**config.mk**
```make
export PLATFORM = sky130hd
export DESIGN_NAME = nvm_unlock_ctrl
export DESIGN_NICKNAME = d
export VERILOG_FILES = /design/src/rtl/nvm_unlock_pkg.sv /design/src/rtl/nvm_key_seq.sv /design/src/rtl/nvm_prog_timer.sv /design/src/rtl/nvm_unlock_ctrl.sv
export SDC_FILE = /design/constraint.sdc
export NUM_CORES = 1
export LEC_CHECK = 0
export BUFFER_PORTS_ARGS = -buffer_cell sky130_fd_sc_hd__clkbuf_2
export CAP_MARGIN = 40
export CORE_AREA = 2 2 63 65
export CTS_BUF_LIST = sky130_fd_sc_hd__clkbuf_8
export DETAILED_ROUTE_END_ITERATION = 8
export DIE_AREA = 0 0 65 67
export PLACE_DENSITY = 0.52
export SYNTH_ARGS = -nofsm -noshare
export SYNTH_HDL_FRONTEND = slang
export SYNTH_HIERARCHICAL = 1
export SYNTH_SLANG_ARGS = --single-unit
```
**constraint.sdc**
```tcl
create_clock -name clk -period 1.7 [get_ports clk]
set_input_delay 0.17 -clock clk [delete_from_list [all_inputs] [get_ports clk]]
set_output_delay 0.17 -clock clk [all_outputs]
set_load 0.005 [all_outputs]
```
**src/rtl/nvm_unlock_pkg.sv**
```systemverilog
package nvm_unlock_pkg;

    typedef enum logic [1:0] {
        KS_IDLE,
        KS_GOT_FIRST,
        KS_ARMED
    } key_state_e;

    typedef enum logic {
        OP_IDLE,
        OP_PROG
    } op_state_e;

    localparam logic [7:0] KEY_FIRST  = 8'h55;
    localparam logic [7:0] KEY_SECOND = 8'hAA;

    localparam int BIT_PROG  = 7;
    localparam int BIT_CFG   = 6;
    localparam int BIT_ERASE = 4;
    localparam int BIT_ERR   = 3;
    localparam int BIT_WREN  = 2;
    localparam int BIT_WR    = 1;
    localparam int BIT_RD    = 0;

endpackage

```
**src/rtl/nvm_key_seq.sv**
```systemverilog
module nvm_key_seq
    import nvm_unlock_pkg::*;
(
    input  logic       clk,
    input  logic       por_n,
    input  logic       warm_rst,
    input  logic       wr_any,
    input  logic       wr_key,
    input  logic [7:0] wdata,
    output logic       armed
);

    key_state_e state_q, state_d;

    always_ff @(posedge clk or negedge por_n) begin
        if (!por_n)        state_q <= KS_IDLE;
        else if (warm_rst) state_q <= KS_IDLE;
        else               state_q <= state_d;
    end

    // Any write that is not the expected next key byte aborts the sequence.
    always_comb begin
        state_d = state_q;
        if (wr_any) begin
            state_d = KS_IDLE;
            unique case (state_q)
                KS_IDLE: begin
                    if (wr_key && wdata == KEY_FIRST) begin
                        state_d = KS_GOT_FIRST;
                    end
                end
                KS_GOT_FIRST: begin
                    if (wr_key && wdata == KEY_SECOND) begin
                        state_d = KS_ARMED;
                    end
                end
                KS_ARMED: state_d = KS_IDLE;
                default:  state_d = KS_IDLE;
            endcase
        end
    end

    always_comb begin
        armed = (state_q == KS_ARMED);
    end

endmodule

```
**src/rtl/nvm_prog_timer.sv**
```systemverilog
module nvm_prog_timer
    import nvm_unlock_pkg::*;
#(
    parameter int PROG_CYCLES = 1000
) (
    input  logic clk,
    input  logic por_n,
    input  logic warm_rst,
    input  logic start,
    output logic busy
);

    localparam int CNT_W = $clog2(PROG_CYCLES + 1);
    localparam logic [CNT_W-1:0] LAST = CNT_W'(PROG_CYCLES - 1);

    op_state_e        state_q, state_d;
    logic [CNT_W-1:0] cnt_q, cnt_d;

    always_ff @(posedge clk or negedge por_n) begin
        if (!por_n) begin
            state_q <= OP_IDLE;
            cnt_q   <= '0;
        end else if (warm_rst) begin
            state_q <= OP_IDLE;
            cnt_q   <= '0;
        end else begin
            state_q <= state_d;
            cnt_q   <= cnt_d;
        end
    end

    always_comb begin
        state_d = state_q;
        cnt_d   = cnt_q;
        unique case (state_q)
            OP_IDLE: begin
                cnt_d = '0;
                if (start) state_d = OP_PROG;
            end
            OP_PROG: begin
                if (cnt_q == LAST) begin
                    state_d = OP_IDLE;
                    cnt_d   = '0;
                end else begin
                    cnt_d = cnt_q + 1'b1;
                end
            end
            default: state_d = OP_IDLE;
        endcase
    end

    always_comb begin
        busy = (state_q == OP_PROG);
    end

endmodule

```
**src/rtl/nvm_unlock_ctrl.sv**
```systemverilog
module nvm_unlock_ctrl
    import nvm_unlock_pkg::*;
#(
    parameter int               ADDR_W      = 2,
    parameter logic [ADDR_W-1:0] CTRL_ADDR  = 0,
    parameter logic [ADDR_W-1:0] KEY_ADDR   = 1,
    parameter int               PROG_CYCLES = 1000
) (
    input  logic              clk,
    input  logic              por_n,
    input  logic              warm_rst,
    input  logic [ADDR_W-1:0] bus_addr,
    input  logic [7:0]        bus_wdata,
    input  logic              bus_we,
    output logic [7:0]        bus_rdata,
    output logic              mem_busy,
    output logic              mem_rd,
    output logic [2:0]        mem_kind
);

    logic prog_q, cfg_q, erase_q, err_q, wren_q, rd_q;
    logic armed, busy, start;
    logic wr_ctrl, wr_key;
    logic unused_wbit;

    assign unused_wbit = bus_wdata[5];
    assign wr_ctrl     = bus_we && (bus_addr == CTRL_ADDR);
    assign wr_key      = bus_we && (bus_addr == KEY_ADDR);
    assign start       = wr_ctrl && bus_wdata[BIT_WR] && wren_q && armed
                         && !busy && !warm_rst;

    nvm_key_seq u_key (
        .clk      (clk),
        .por_n    (por_n),
        .warm_rst (warm_rst),
        .wr_any   (bus_we),
        .wr_key   (wr_key),
        .wdata    (bus_wdata),
        .armed    (armed)
    );

    nvm_prog_timer #(.PROG_CYCLES(PROG_CYCLES)) u_timer (
        .clk      (clk),
        .por_n    (por_n),
        .warm_rst (warm_rst),
        .start    (start),
        .busy     (busy)
    );

    always_ff @(posedge clk or negedge por_n) begin
        if (!por_n) begin
            prog_q  <= 1'b0;
            cfg_q   <= 1'b0;
            erase_q <= 1'b0;
            err_q   <= 1'b0;
            wren_q  <= 1'b0;
            rd_q    <= 1'b0;
        end else if (warm_rst) begin
            err_q  <= err_q | busy;
            wren_q <= 1'b0;
            rd_q   <= 1'b0;
        end else if (wr_ctrl && !busy) begin
            prog_q  <= bus_wdata[BIT_PROG];
            cfg_q   <= bus_wdata[BIT_CFG];
            erase_q <= bus_wdata[BIT_ERASE];
            err_q   <= err_q & bus_wdata[BIT_ERR];
            wren_q  <= bus_wdata[BIT_WREN];
            rd_q    <= bus_wdata[BIT_RD];
        end else begin
            rd_q <= 1'b0;
        end
    end

    always_comb begin
        bus_rdata = 8'h00;
        if (bus_addr == CTRL_ADDR) begin
            bus_rdata = {prog_q, cfg_q, 1'b0, erase_q, err_q, wren_q, busy, rd_q};
        end
        mem_busy = busy;
        mem_rd   = rd_q;
        mem_kind = {prog_q, cfg_q, erase_q};
    end

endmodule

```
# Word level (Yosys, flattened, before mapping)
# Index checks and enable logic that the tools add are counted.
# word_totals
ff_bits	19
in_bits	14
output_inout_bits	13
wordCells	56
# classes
n_addsub	1
eq_ne	6
muxes	19
n_bitwise	4
reduce_logical	17
# ops
cell	count
two-way mux 10 bit	2
case mux 10 bit (2 select lines)	1
adder 10 x 1 -> 10 bit, second input constant	1
== test 10 bit, second input constant	1
logical AND 1 bit	10
two-way mux 1 bit	10
== test 8 x 7 -> 1 bit, second input constant	1
== test 8 bit, second input constant	1
two-way mux 8 bit	1
two-way mux 2 bit	3
== test 2 x 1 -> 1 bit, second input constant	2
logical NOT 2 bit	2
case mux 2 bit (2 select lines)	1
nonzero test 2 bit	2
== test 2 bit, second input constant	1
logical NOT 1 bit	2
inverter 1 bit	2
case mux 1 bit (2 select lines)	1
AND reduction 2 bit	1
bitwise AND 1 bit	1
bitwise OR 1 bit	1

# Logic depth before layout (Yosys ltp)
# Gate-level depths: netlist of run 1.
# depth
ltp_word	10
mapped_depth	5
ltp_nobuf	5

# Cells and area by module
# The synthesis of run 1 kept the hierarchy.
# by_module_without_submodules
module	instances	cells_per_inst	area_each_um2	seq_area_each_um2
nvm_prog_timer	1	56	568.0	275.3
nvm_unlock_ctrl	1	33	361.6	150.1
nvm_key_seq	1	15	147.6	50.0

# Worst setup path before layout of run 1
# Ideal clock, no wire load.
# synth_timing
path_type	register to register
startpoint	reg u_timer.cnt_q[0]
endpoint	reg u_timer.cnt_q[7]
setup_ns	0.131
t_arrival_ns	1.482
required_ns	1.569
path_slack_ns	0.087
stages_incl_launch_ff	6
n_path_buf	0
synth_period_minus_slack_ns	1.613
path_cell_list	dfrtp_1 > ha_1 > nand2_1 > or4b_4 > o211ai_1 > a31oi_1
# synth_between
elab_chain_cells	4
word_cells_on_any_way	5
cone_classes	add/sub (1); eq/ne (1); mux (3)
# synth_lines
element	line	rtl
start: declaration	nvm_prog_timer.sv:17	logic [CNT_W-1:0] cnt_q, cnt_d;
start signal: assignment	nvm_prog_timer.sv:28	cnt_q <= cnt_d;
adder 10 x 1 -> 10 bit or == test 10 bit (tied branches)	nvm_prog_timer.sv:45, nvm_prog_timer.sv:41	
two-way mux 10 bit *	nvm_prog_timer.sv:41	if (cnt_q == LAST) begin
case mux 10 bit (2 select lines) *	nvm_prog_timer.sv:35	unique case (state_q)
two-way mux 10 bit *	nvm_prog_timer.sv:23	end else if (warm_rst) begin
# Mark *: on every way between the ends. The rest lies on a longest branch, timed or not.
# A chain may end at the register's enable or synchronous reset.

# Final worst setup path of run 1
# Same ends and word-level chain as after synthesis.

==> impl_metrics.yaml, run 1 <==
detailed_routing:
  first_pass_iters: 4
  drt_iter0_markers: 21
  finalWirelength_mm: 2.19
  wire_per_inst_um: 12.1
  avgViaCountPerCell: 4.48
  antenna_left: 0
  drc: 0
  num_vias: 815
worst_setup_path:
  crit_path_max_incr_delay_ns: 0.52
  cp.required_ns: 1.84
  crit_family: "simple AND/OR/NAND/NOR gates"
  worstPathMaxFanout: 3
  crit_type: "reg -> reg"
  startpoint_type: "register"
  crit_chain: "ha_2 -> nand2_1 -> or4b_4 -> o211ai_1 -> a31oi_1"
  crit_arrival_ns: 1.71
  crit_path_end_kind: "register"
  crit_slowest_cell: "or4b_4"
  cp.buffers_inverters: 0
grt:
  track_usage_pct: 11.5
  grt_max_degree: 20
  antenna_found_initial: 0
  grt_overflow: 0
  grt_pass1_wl_mm: 3.77
  grt_pass1_vias: 828
clock_tree:
  cts_buffers: 3
  clockBufferDepth: 2
  clock_latency_ns: 0.25
  cts-root-buf: "clkbuf_8"
  htree_levels: 1
  cts.clk_slew.worst_paths_ns: 0.07
  cts.sinks: 19
  cts_tree: "done"
  cts_setup_buffers: 0
sta:
  fin_tns_setup_ns: 0
  fin_skew_ns: 0.00279
  setup_viol: 0
  fin_crit_sh_pct: 92.4
  drv_slew: 0
  timing.fmax_mhz: 636
  hold_violations: 0
  grt_setup_unrepaired: "false"
  period_needed_ns: 1.57
yosys:
  yosys_warnings: 6
  synth.distinct_cells: 38
  synth_compound_area_share_pct: 6.85
  ys_seq_elements: 19
  synth-simple-area-share_pct: 34.8
  synth_fa_ha_area_share_pct: 1.16
  synthCells: 104
  synthMuxAreaShare_pct: 5.11
  synth_area_mm2: 0.00108
  ys_top_cells_by_area: "dfrtp_1, nor2_1, mux2_4"
  synth_edf_count: 0
  yosysSeqAreaShare_pct: 44.1
  synth.avg_cell_area_um2: 10.4
  synth-async-reset-ratio_pct: 100
  yosys-top-cells-count: "dfrtp_1, nor2_1, nand2_1"
  mappedNetlistNets: 119
  synth.top_cell.area_share_pct: 44.1
  synth_ff_type: "dfrtp_1"
  synth_top_family_by_area: "simple AND/OR/NAND/NOR gates"
  yosysMostFrequentCell: "dfrtp_1"
  synth_area_leader_cell: "dfrtp_1"
  synth_xor_area_share_pct: 4.07
place:
  place_inst: 177
  dp_hpwl_mm: 1.67
  port_buffers: 25
  routabilityCongestion: 0.828
worst_hold_path:
  hold_path_class: "in -> reg"
finish:
  diodes: 0
  layout-drive-gt1-share_pct: 33.6
  fill_cells: 369
  final_cells: 182
  area_delta_synth_final_pct: 22.6
  post-route-util_pct: 36.6
  finalNetCount: 150
die:
  start_util_pct: 29.9
  dieHeight_um: 67
  std_cell_rows: 22
  core_area_mm2: 0.00361
  die_width_um: 65
  ios: 27
  dieArea_mm2: 0.00436
power_and_ir_drop:
  power.density_mw_per_mm2: 681
  power_leakage_uw: 0.000602
  ir_worst_vdd_uv: 454
outcome:
  outcome: "finished clean"
run:
  maxCapViolCount: 0
## cell families after synthesis
family	count (synthesis)
multiplexers	4
other	1
flip-flops	19
buffers and inverters	6
AO/OA/AOI/OAI	10
AND/OR/NAND/NOR	58
adder cells (fa/ha/maj)	1
XOR/XNOR	5
## registers in the layout (all words and copies together), names as in the netlist
register	flops
u_timer/cnt_q	10
prog_q	1
mem_rd	1
u_key/state_q	2
cfg_q	1
erase_q	1
u_timer/busy	1
wren_q	1
err_q	1
## metal layers
layer | vias to the layer above | share of wire, % | GRT usage [%] | routed length, µm
li1 | 419 | - | - | -
met1 | 370 | 48 | 14.0 | 1040
met2 | 24 | 44 | 19.2 | 976
met3 | 2 | 7.3 | 3.89 | 161
met4 | 0 | 0.55 | 3.19 | 12
met5 | - | 0 | 0 | 0
## cell type report
cell class	instances	area (µm²)	area share, %
multi-input cells	79	567	42.9
flip-flops and latches	19	475	36.0
repair buffers	30	165	12.5
well taps	48	60.1	4.55
clock buffers	3	41.3	3.12
inverters	2	7.51	0.568
clock inverters	1	5.00	0.379
## repair_timing
item | in CTS | in global routing
setup endpoints to repair | 0 | 1
hold buffers | 1 | 0
hold endpoints to repair | 19 | 0
gates resized for setup | 0 | 1
## cells in the final DEF (no fill, tap or decap), drive strengths merged, types with 3 or more instances in the layout
| cell type | Yosys | final |
|---|---|---|
| and2 | 8 | 8 |
| dfrtp | 19 | 19 |
| a31oi | 3 | 3 |
| nand2 | 11 | 11 |
| mux2 | 3 | 3 |
| clkbuf | 0 | 28 |
| nand3 | 6 | 6 |
| nor2 | 13 | 13 |
| buf | 4 | 4 |
| xor2 | 3 | 3 |
## metrics by stage
stage | cell area, µm² | total power [µW] | setup WS, ns | hold WS [ns]
floorplan | 1080 | 555 | 0.0868 | -0.126
global placement | 1260 | 592 | 0.153 | 0.155
detailed placement | 1260 | 593 | 0.111 | 0.169
CTS | 1320 | 920 | 0.108 | 0.122
global route | 1320 | 949 | 0.00725 | 0.126
finish | 1320 | 899 | 0.129 | 0.131
## path summary, 6_finish.rpt
path	from	end	slack, ns	depth (start not counted)
setup / recovery	u_timer/cnt_q[0]	u_timer/cnt_q[7]	0.13	5
hold / removal	bus_wdata[7]	u_key/state_q[0]	0.13	2
setup reg to reg	u_timer/cnt_q[0]	u_timer/cnt_q[7]	0.13	5
hold reg to reg	u_key/state_q[0]	u_key/state_q[0]	0.52	2
max in group asynchronous	por_n	u_timer/cnt_q[1]	0.96	2
min in group asynchronous	por_n	prog_q	0.41	2
## power breakdown
part | total, µW | internal (µW) | switching, µW | leakage (µW)
Combinational | 104 | 58.2 | 46.0 | 0.000317
Clock | 315 | 163 | 152 | 0.0000255
Sequential | 480 | 469 | 11.7 | 0.000259
Power figures use the tool's default switching activity.
==> run 2: changes to the inputs <==
ABC_AREA = 1   (was default)
CORE_AREA = 2 2 66 68   (was 2 2 63 65)
DIE_AREA = 0 0 68 70   (was 0 0 65 67)
PLACE_DENSITY = 0.51   (was 0.52)
==> run 2 against run 1 <==
  * Power increased by 2.3%
  * Largest cell class unchanged
  * Via count up 24%
  * Highest routed layer unchanged
  * Non-clock buffer count fell by 4
==> impl_metrics.yaml, run 2 <==
finish:
  largest_reg_flops: 10
  area_delta_synth_final_pct: 18.9
  post-route-util_pct: 33.3
  reg.largest.list: "u_timer/cnt_q (10), u_key/state_q (2)"
  diodes: 0
  finalNetCount: 207
  layout-drive-gt1-share_pct: 23.0
  layout_common_cells: "nand2_1, nor2_1, inv_1, clkbuf_2, dfrtp_1"
  regMostFlops: "u_timer/cnt_q"
  final_common_cell: "nand2_1"
detailed_routing:
  wire_per_inst_um: 9.96
  antenna_left: 0
  drc: 0
  avgViaCountPerCell: 4.17
  finalWirelength_mm: 2.42
  first_pass_iters: 4
  drt_iter0_markers: 68
  num_vias: 1013
place:
  routabilityCongestion: 0.801
  dp_hpwl_mm: 1.87
  port_buffers: 25
die:
  core_area_mm2: 0.00414
  die_width_um: 68
  start_util_pct: 28.0
  dieHeight_um: 70
  dieArea_mm2: 0.00476
  std_cell_rows: 24
  ios: 27
yosys:
  synth.distinct_cells: 22
  mappedNetlistNets: 180
  synth.avg_cell_area_um2: 7.04
  synth.top_cell.area_share_pct: 40.9
  yosys-top-cells-count: "nand2_1, nor2_1, inv_1"
  yosysMostFrequentCell: "nand2_1"
  ys_seq_elements: 19
  synth_ff_type: "dfrtp_1"
  synth_area_leader_cell: "dfrtp_1"
  ys_top_cells_by_area: "dfrtp_1, nand2_1, nor2_1"
  synthCells: 165
  synth_area_mm2: 0.00116
  yosys_warnings: 6
  yosysSeqAreaShare_pct: 40.9
  synth-async-reset-ratio_pct: 100
  synth_edf_count: 0
sta:
  period_needed_ns: 1.32
  drv_slew: 0
  fin_skew_ns: 0.0129
  setup_viol: 0
  timing.fmax_mhz: 760
  grt_setup_unrepaired: "false"
  hold_violations: 0
  fin_crit_sh_pct: 77.4
  fin_tns_setup_ns: 0
grt:
  grt_pass1_wl_mm: 4.37
  grt_max_degree: 20
  track_usage_pct: 11.8
  antenna_found_initial: 0
  grt_pass1_vias: 989
  grt_overflow: 0
worst_setup_path:
  rrSetupSlack_ns: 0.40
  cp.required_ns: 1.53
  cp.depth: 3
  worstRegToRegCells: 4
  startpoint_type: "register"
  crit_path_max_incr_delay_ns: 0.54
  crit_family: "flip-flops"
  crit_type: "reg -> out"
  crit_chain: "inv_1 -> nor2_1 -> clkbuf_2"
  crit_slowest_cell: "dfrtp_1"
  worstPathMaxFanout: 5
  endpoint: "bus_rdata[1]"
  crit_path_end_kind: "output port"
  crit_arrival_ns: 1.15
  crit_start: "u_timer/busy"
  cp.buffers_inverters: 2
  reg2reg_from: "u_timer/busy"
  worst_r2r_endpoint: "u_timer/cnt_q[2]"
clock_tree:
  clockBufferDepth: 2
  cts_setup_buffers: 0
  clock_latency_ns: 0.27
  cts_tree: "done"
  cts.sinks: 19
  htree_levels: 1
  cts-root-buf: "clkbuf_8"
  cts.clk_slew.worst_paths_ns: 0.09
  post_cts_resized: 0
  cts_buffers: 3
worst_hold_path:
  hold_path_class: "in -> reg"
run:
  maxCapViolCount: 0
outcome:
  outcome: "finished clean"
power_and_ir_drop:
  power_leakage_uw: 0.000699
  power.density_mw_per_mm2: 667
  ir_worst_vdd_uv: 266
## run 2: logic make-up (layout without fill, tap and decap cells)
family / Yosys count / after routing / synth area share (%)
adder cells (fa/ha/maj): 1 / 1 / 1.08
flip-flops: 19 / 19 / 40.9
AO/OA/AOI/OAI: 4 / 4 / 2.05
XOR/XNOR: 3 / 3 / 2.26
buffers and inverters: 31 / 57 / 11.3
other: 1 / 1 / 0.323
AND/OR/NAND/NOR: 106 / 106 / 42.0
## run 2: tightest hold or removal path, cell delays in order
cell      delay [ns]
clkbuf_2        0.10
inv_1           0.05
nor2_1          0.04
## run 2: repair_timing
action,4_1_cts,5_1_grt
endpoints found under the setup margin,0,0
hold buffers,1,0
hold endpoints to repair,19,0
## run 2: worst min path at each step
stage / from / endpoint / slack, ns / cells past startpoint
finish: bus_wdata[0] / mem_rd / 0.12 / 3
CTS: bus_wdata[0] / mem_rd / 0.12 / 3
global route: bus_wdata[0] / mem_rd / 0.13 / 3
detailed placement: por_n / u_timer/cnt_q[3] / 0.16 / 1
global placement: por_n / u_timer/cnt_q[3] / 0.16 / 1
floorplan: por_n / cfg_q / -0.13 / 0
## run 2: per-stage QoR
step	total power, µW	hold WS, ns	setup slack [ns]	std cells	instance area, µm²
after floorplan	554	-0.126	0.552	165	1160
after global placement	594	0.160	0.431	238	1320
after detailed placement	596	0.163	0.399	238	1320
after CTS	937	0.120	0.352	243	1380
after global routing	982	0.127	0.240	243	1380
final	920	0.121	0.383	243	1380
## run 2: layout make-up
type,count,area (µm²)
tap,52,65.1
clock inverter,1,7.51
clock buffer,3,41.3
fill,477,2760
inverter,27,101
timing repair buffer,26,135
sequential,19,475
multi-input combinational,115,554
## run 2: routing by layer
metal	vias up	track usage, %	part of all wire (%)
li1	540	-	-
met4	0	2.00	0.58
met5	-	0	0
met3	2	3.54	4.7
met2	20	19.3	47
met1	451	15.4	48
## run 2: power breakdown
group | internal (µW) | leakage [µW] | switching [µW]
clock | 166 | 0.0000217 | 170
combinational | 42.9 | 0.000416 | 64.8
sequential | 466 | 0.000261 | 10.7
total | 675 | 0.000699 | 245
==> run 3: changes to the inputs <==
ABC_AREA = 0   (was 1)
CORE_AREA = 2 2 63 65   (was 2 2 66 68)
DIE_AREA = 0 0 65 67   (was 0 0 68 70)
PLACE_DENSITY = 0.52   (was 0.51)
clock period = 1.2 ns   (was 1.7 ns; I/O delays follow)
==> run 3 against run 2 <==
  * The flow now finishes with violations (setup timing)
  * Utilization up 7.5 points
  * Hold slack lost 0.031 ns
  * Final cell count down 19%
  * Critical endpoint is now u_timer/cnt_q[7]
==> impl_metrics.yaml, run 3 (synthesis results as in run 1) <==
outcome:
  outcome: "complete, but fails checks"
  failed_checks: "setup timing"
finish:
  finalNetCount: 166
  largest_reg_flops: 10
  diodes: 0
  final_common_cell: "clkbuf_2"
  fill_cells: 370
  layout-drive-gt1-share_pct: 43.3
  regMostFlops: "u_timer/cnt_q"
  layout_common_cells: "clkbuf_2, dfrtp_1, buf_4"
  reg.largest.list: "u_timer/cnt_q (10), u_key/state_q (2)"
  stdcell_area_mm2: 0.00147
  area_delta_synth_final_pct: 36.5
worst_setup_path:
  cp.buffers_inverters: 0
  crit_type: "reg -> reg"
  worst_r2r_endpoint: "u_timer/cnt_q[7]"
  reg2reg_from: "u_timer/cnt_q[1]"
  crit_path_end_kind: "register"
  crit_slowest_cell: "or4b_4"
  worstRegToRegCells: 5
  startpoint_type: "register"
  rrSetupSlack_ns: -0.26
  crit_arrival_ns: 1.60
  crit_path_max_incr_delay_ns: 0.48
  crit_chain: "ha_2 -> nand2_2 -> or4b_4 -> o211ai_1 -> a31oi_1"
  crit_family: "simple AND/OR/NAND/NOR gates"
  cp.required_ns: 1.34
  worstPathMaxFanout: 3
detailed_routing:
  antenna_left: 0
  drc: 0
  drt_iter0_markers: 26
  wire_per_inst_um: 12.0
  avgViaCountPerCell: 4.52
  finalWirelength_mm: 2.38
  first_pass_iters: 3
  num_vias: 894
die:
  dieHeight_um: 67
  core_area_mm2: 0.00361
  ios: 27
  dieArea_mm2: 0.00436
  start_util_pct: 29.9
  die_width_um: 65
  std_cell_rows: 22
grt:
  grt_overflow: 0
  track_usage_pct: 12.1
  antenna_found_initial: 0
  grt_max_degree: 20
  grt_pass1_vias: 885
  grt_pass1_wl_mm: 4.04
clock_tree:
  htree_levels: 1
  cts.sinks: 19
  clockBufferDepth: 2
  clock_latency_ns: 0.25
  cts-root-buf: "clkbuf_8"
  cts_tree: "done"
  cts.clk_slew.worst_paths_ns: 0.07
  cts_buffers: 3
power_and_ir_drop:
  ir_worst_vdd_uv: 431
  power.density_mw_per_mm2: 876
  power_leakage_uw: 0.000691
sta:
  timing.fmax_mhz: 685
  worst_slack_ns: -0.260
  fin_skew_ns: 0.00309
  drv_slew: 0
  period_needed_ns: 1.46
  grt_setup_unrepaired: "true"
  fin_crit_sh_pct: 122
  setup_viol: 14
  hold_violations: 0
  whs_ns: 0.0899
worst_hold_path:
  min-delay-start: "bus_wdata[7]"
  hold_path_class: "in -> reg"
  hold_path_depth: 2
  min_to: "u_key/state_q[0]"
place:
  routabilityCongestion: 0.784
  postPlaceCellArea_mm2: 0.00137
  port_buffers: 25
  dp_hpwl_mm: 1.85
run:
  maxCapViolCount: 0
[run 3: changes by cell type in the layout (fill, tap and decap cells not counted), sizes merged, moves of 5 or more]
cell,previous run,this run
nor2,43,13
nand2,46,11
and2,0,8
buf,0,20
nand3,11,6
inv,26,3
[run 3: worst max path at each step]
stage	slack, ns	endpoint	startpoint	cells past startpoint
floorplan	-0.40	u_timer/cnt_q[7]	u_timer/cnt_q[0]	5
detailed placement	-0.31	u_timer/cnt_q[7]	u_timer/cnt_q[0]	5
global route	-0.33	u_timer/cnt_q[7]	u_timer/cnt_q[1]	5
global placement	-0.28	u_timer/cnt_q[7]	u_timer/cnt_q[1]	5
CTS	-0.29	u_timer/cnt_q[7]	u_timer/cnt_q[0]	5
finish	-0.26	u_timer/cnt_q[7]	u_timer/cnt_q[1]	5
[run 3: worst register-to-register path: stages, from the launching register on]
cell and delay, ns:
dfrtp_1 0.36, ha_2 0.19, nand2_2 0.06, or4b_4 0.48
o211ai_1 0.16, a31oi_1 0.10
[run 3: final cells by class]
class | count | area [µm²] | share of cell area [%]
Timing Repair Buffer | 46 | 297 | 20.2
Clock inverter | 1 | 3.75 | 0.255
Tap cell | 48 | 60.1 | 4.09
Inverter | 2 | 7.51 | 0.511
Sequential cell | 19 | 477 | 32.4
Multi-Input combinational cell | 79 | 584 | 39.7
Clock buffer | 3 | 41.3 | 2.81
[run 3: power by group]
| part | total (µW) | switching, µW | internal, µW |
|---|---|---|---|
| clock network | 439 | 211 | 227 |
| logic | 168 | 70.8 | 97.7 |
| registers | 681 | 17.4 | 664 |
[run 3: what timing repair did]
| action | in CTS | in global routing |
|---|---|---|
| hold endpoints to repair | 19 | 0 |
| pin swaps | 7 | 4 |
| setup buffers | 2 | 0 |
| hold buffers | 1 | 0 |
| setup endpoints to repair | 13 | 16 |
| gates resized for setup | 5 | 2 |
[run 3: per-stage QoR]
stage | total power [µW] | setup TNS, ns | setup WS (ns) | util, % | cells
6_report | 1290 | -1.89 | -0.260 | 40.8 | 198
4_1_cts | 1320 | -2.13 | -0.286 | 40.6 | 198
3_3_place_gp | 854 | -2.27 | -0.277 | 38.1 | 191
2_1_floorplan | 786 | -2.65 | -0.395 | - | 104
5_1_grt | 1370 | -3.00 | -0.330 | 40.8 | 198
3_5_place_dp | 859 | -2.56 | -0.311 | 38.1 | 191
[run 3: metal layers]
| metal | up-vias | wire [µm] | global-route usage (%) |
|---|---|---|---|
| met5 | - | 0 | 0 |
| met1 | 418 | 1080 | 14.3 |
| met4 | 0 | 10 | 4.79 |
| met3 | 2 | 126 | 2.36 |
| li1 | 453 | - | - |
| met2 | 21 | 1160 | 21.5 |
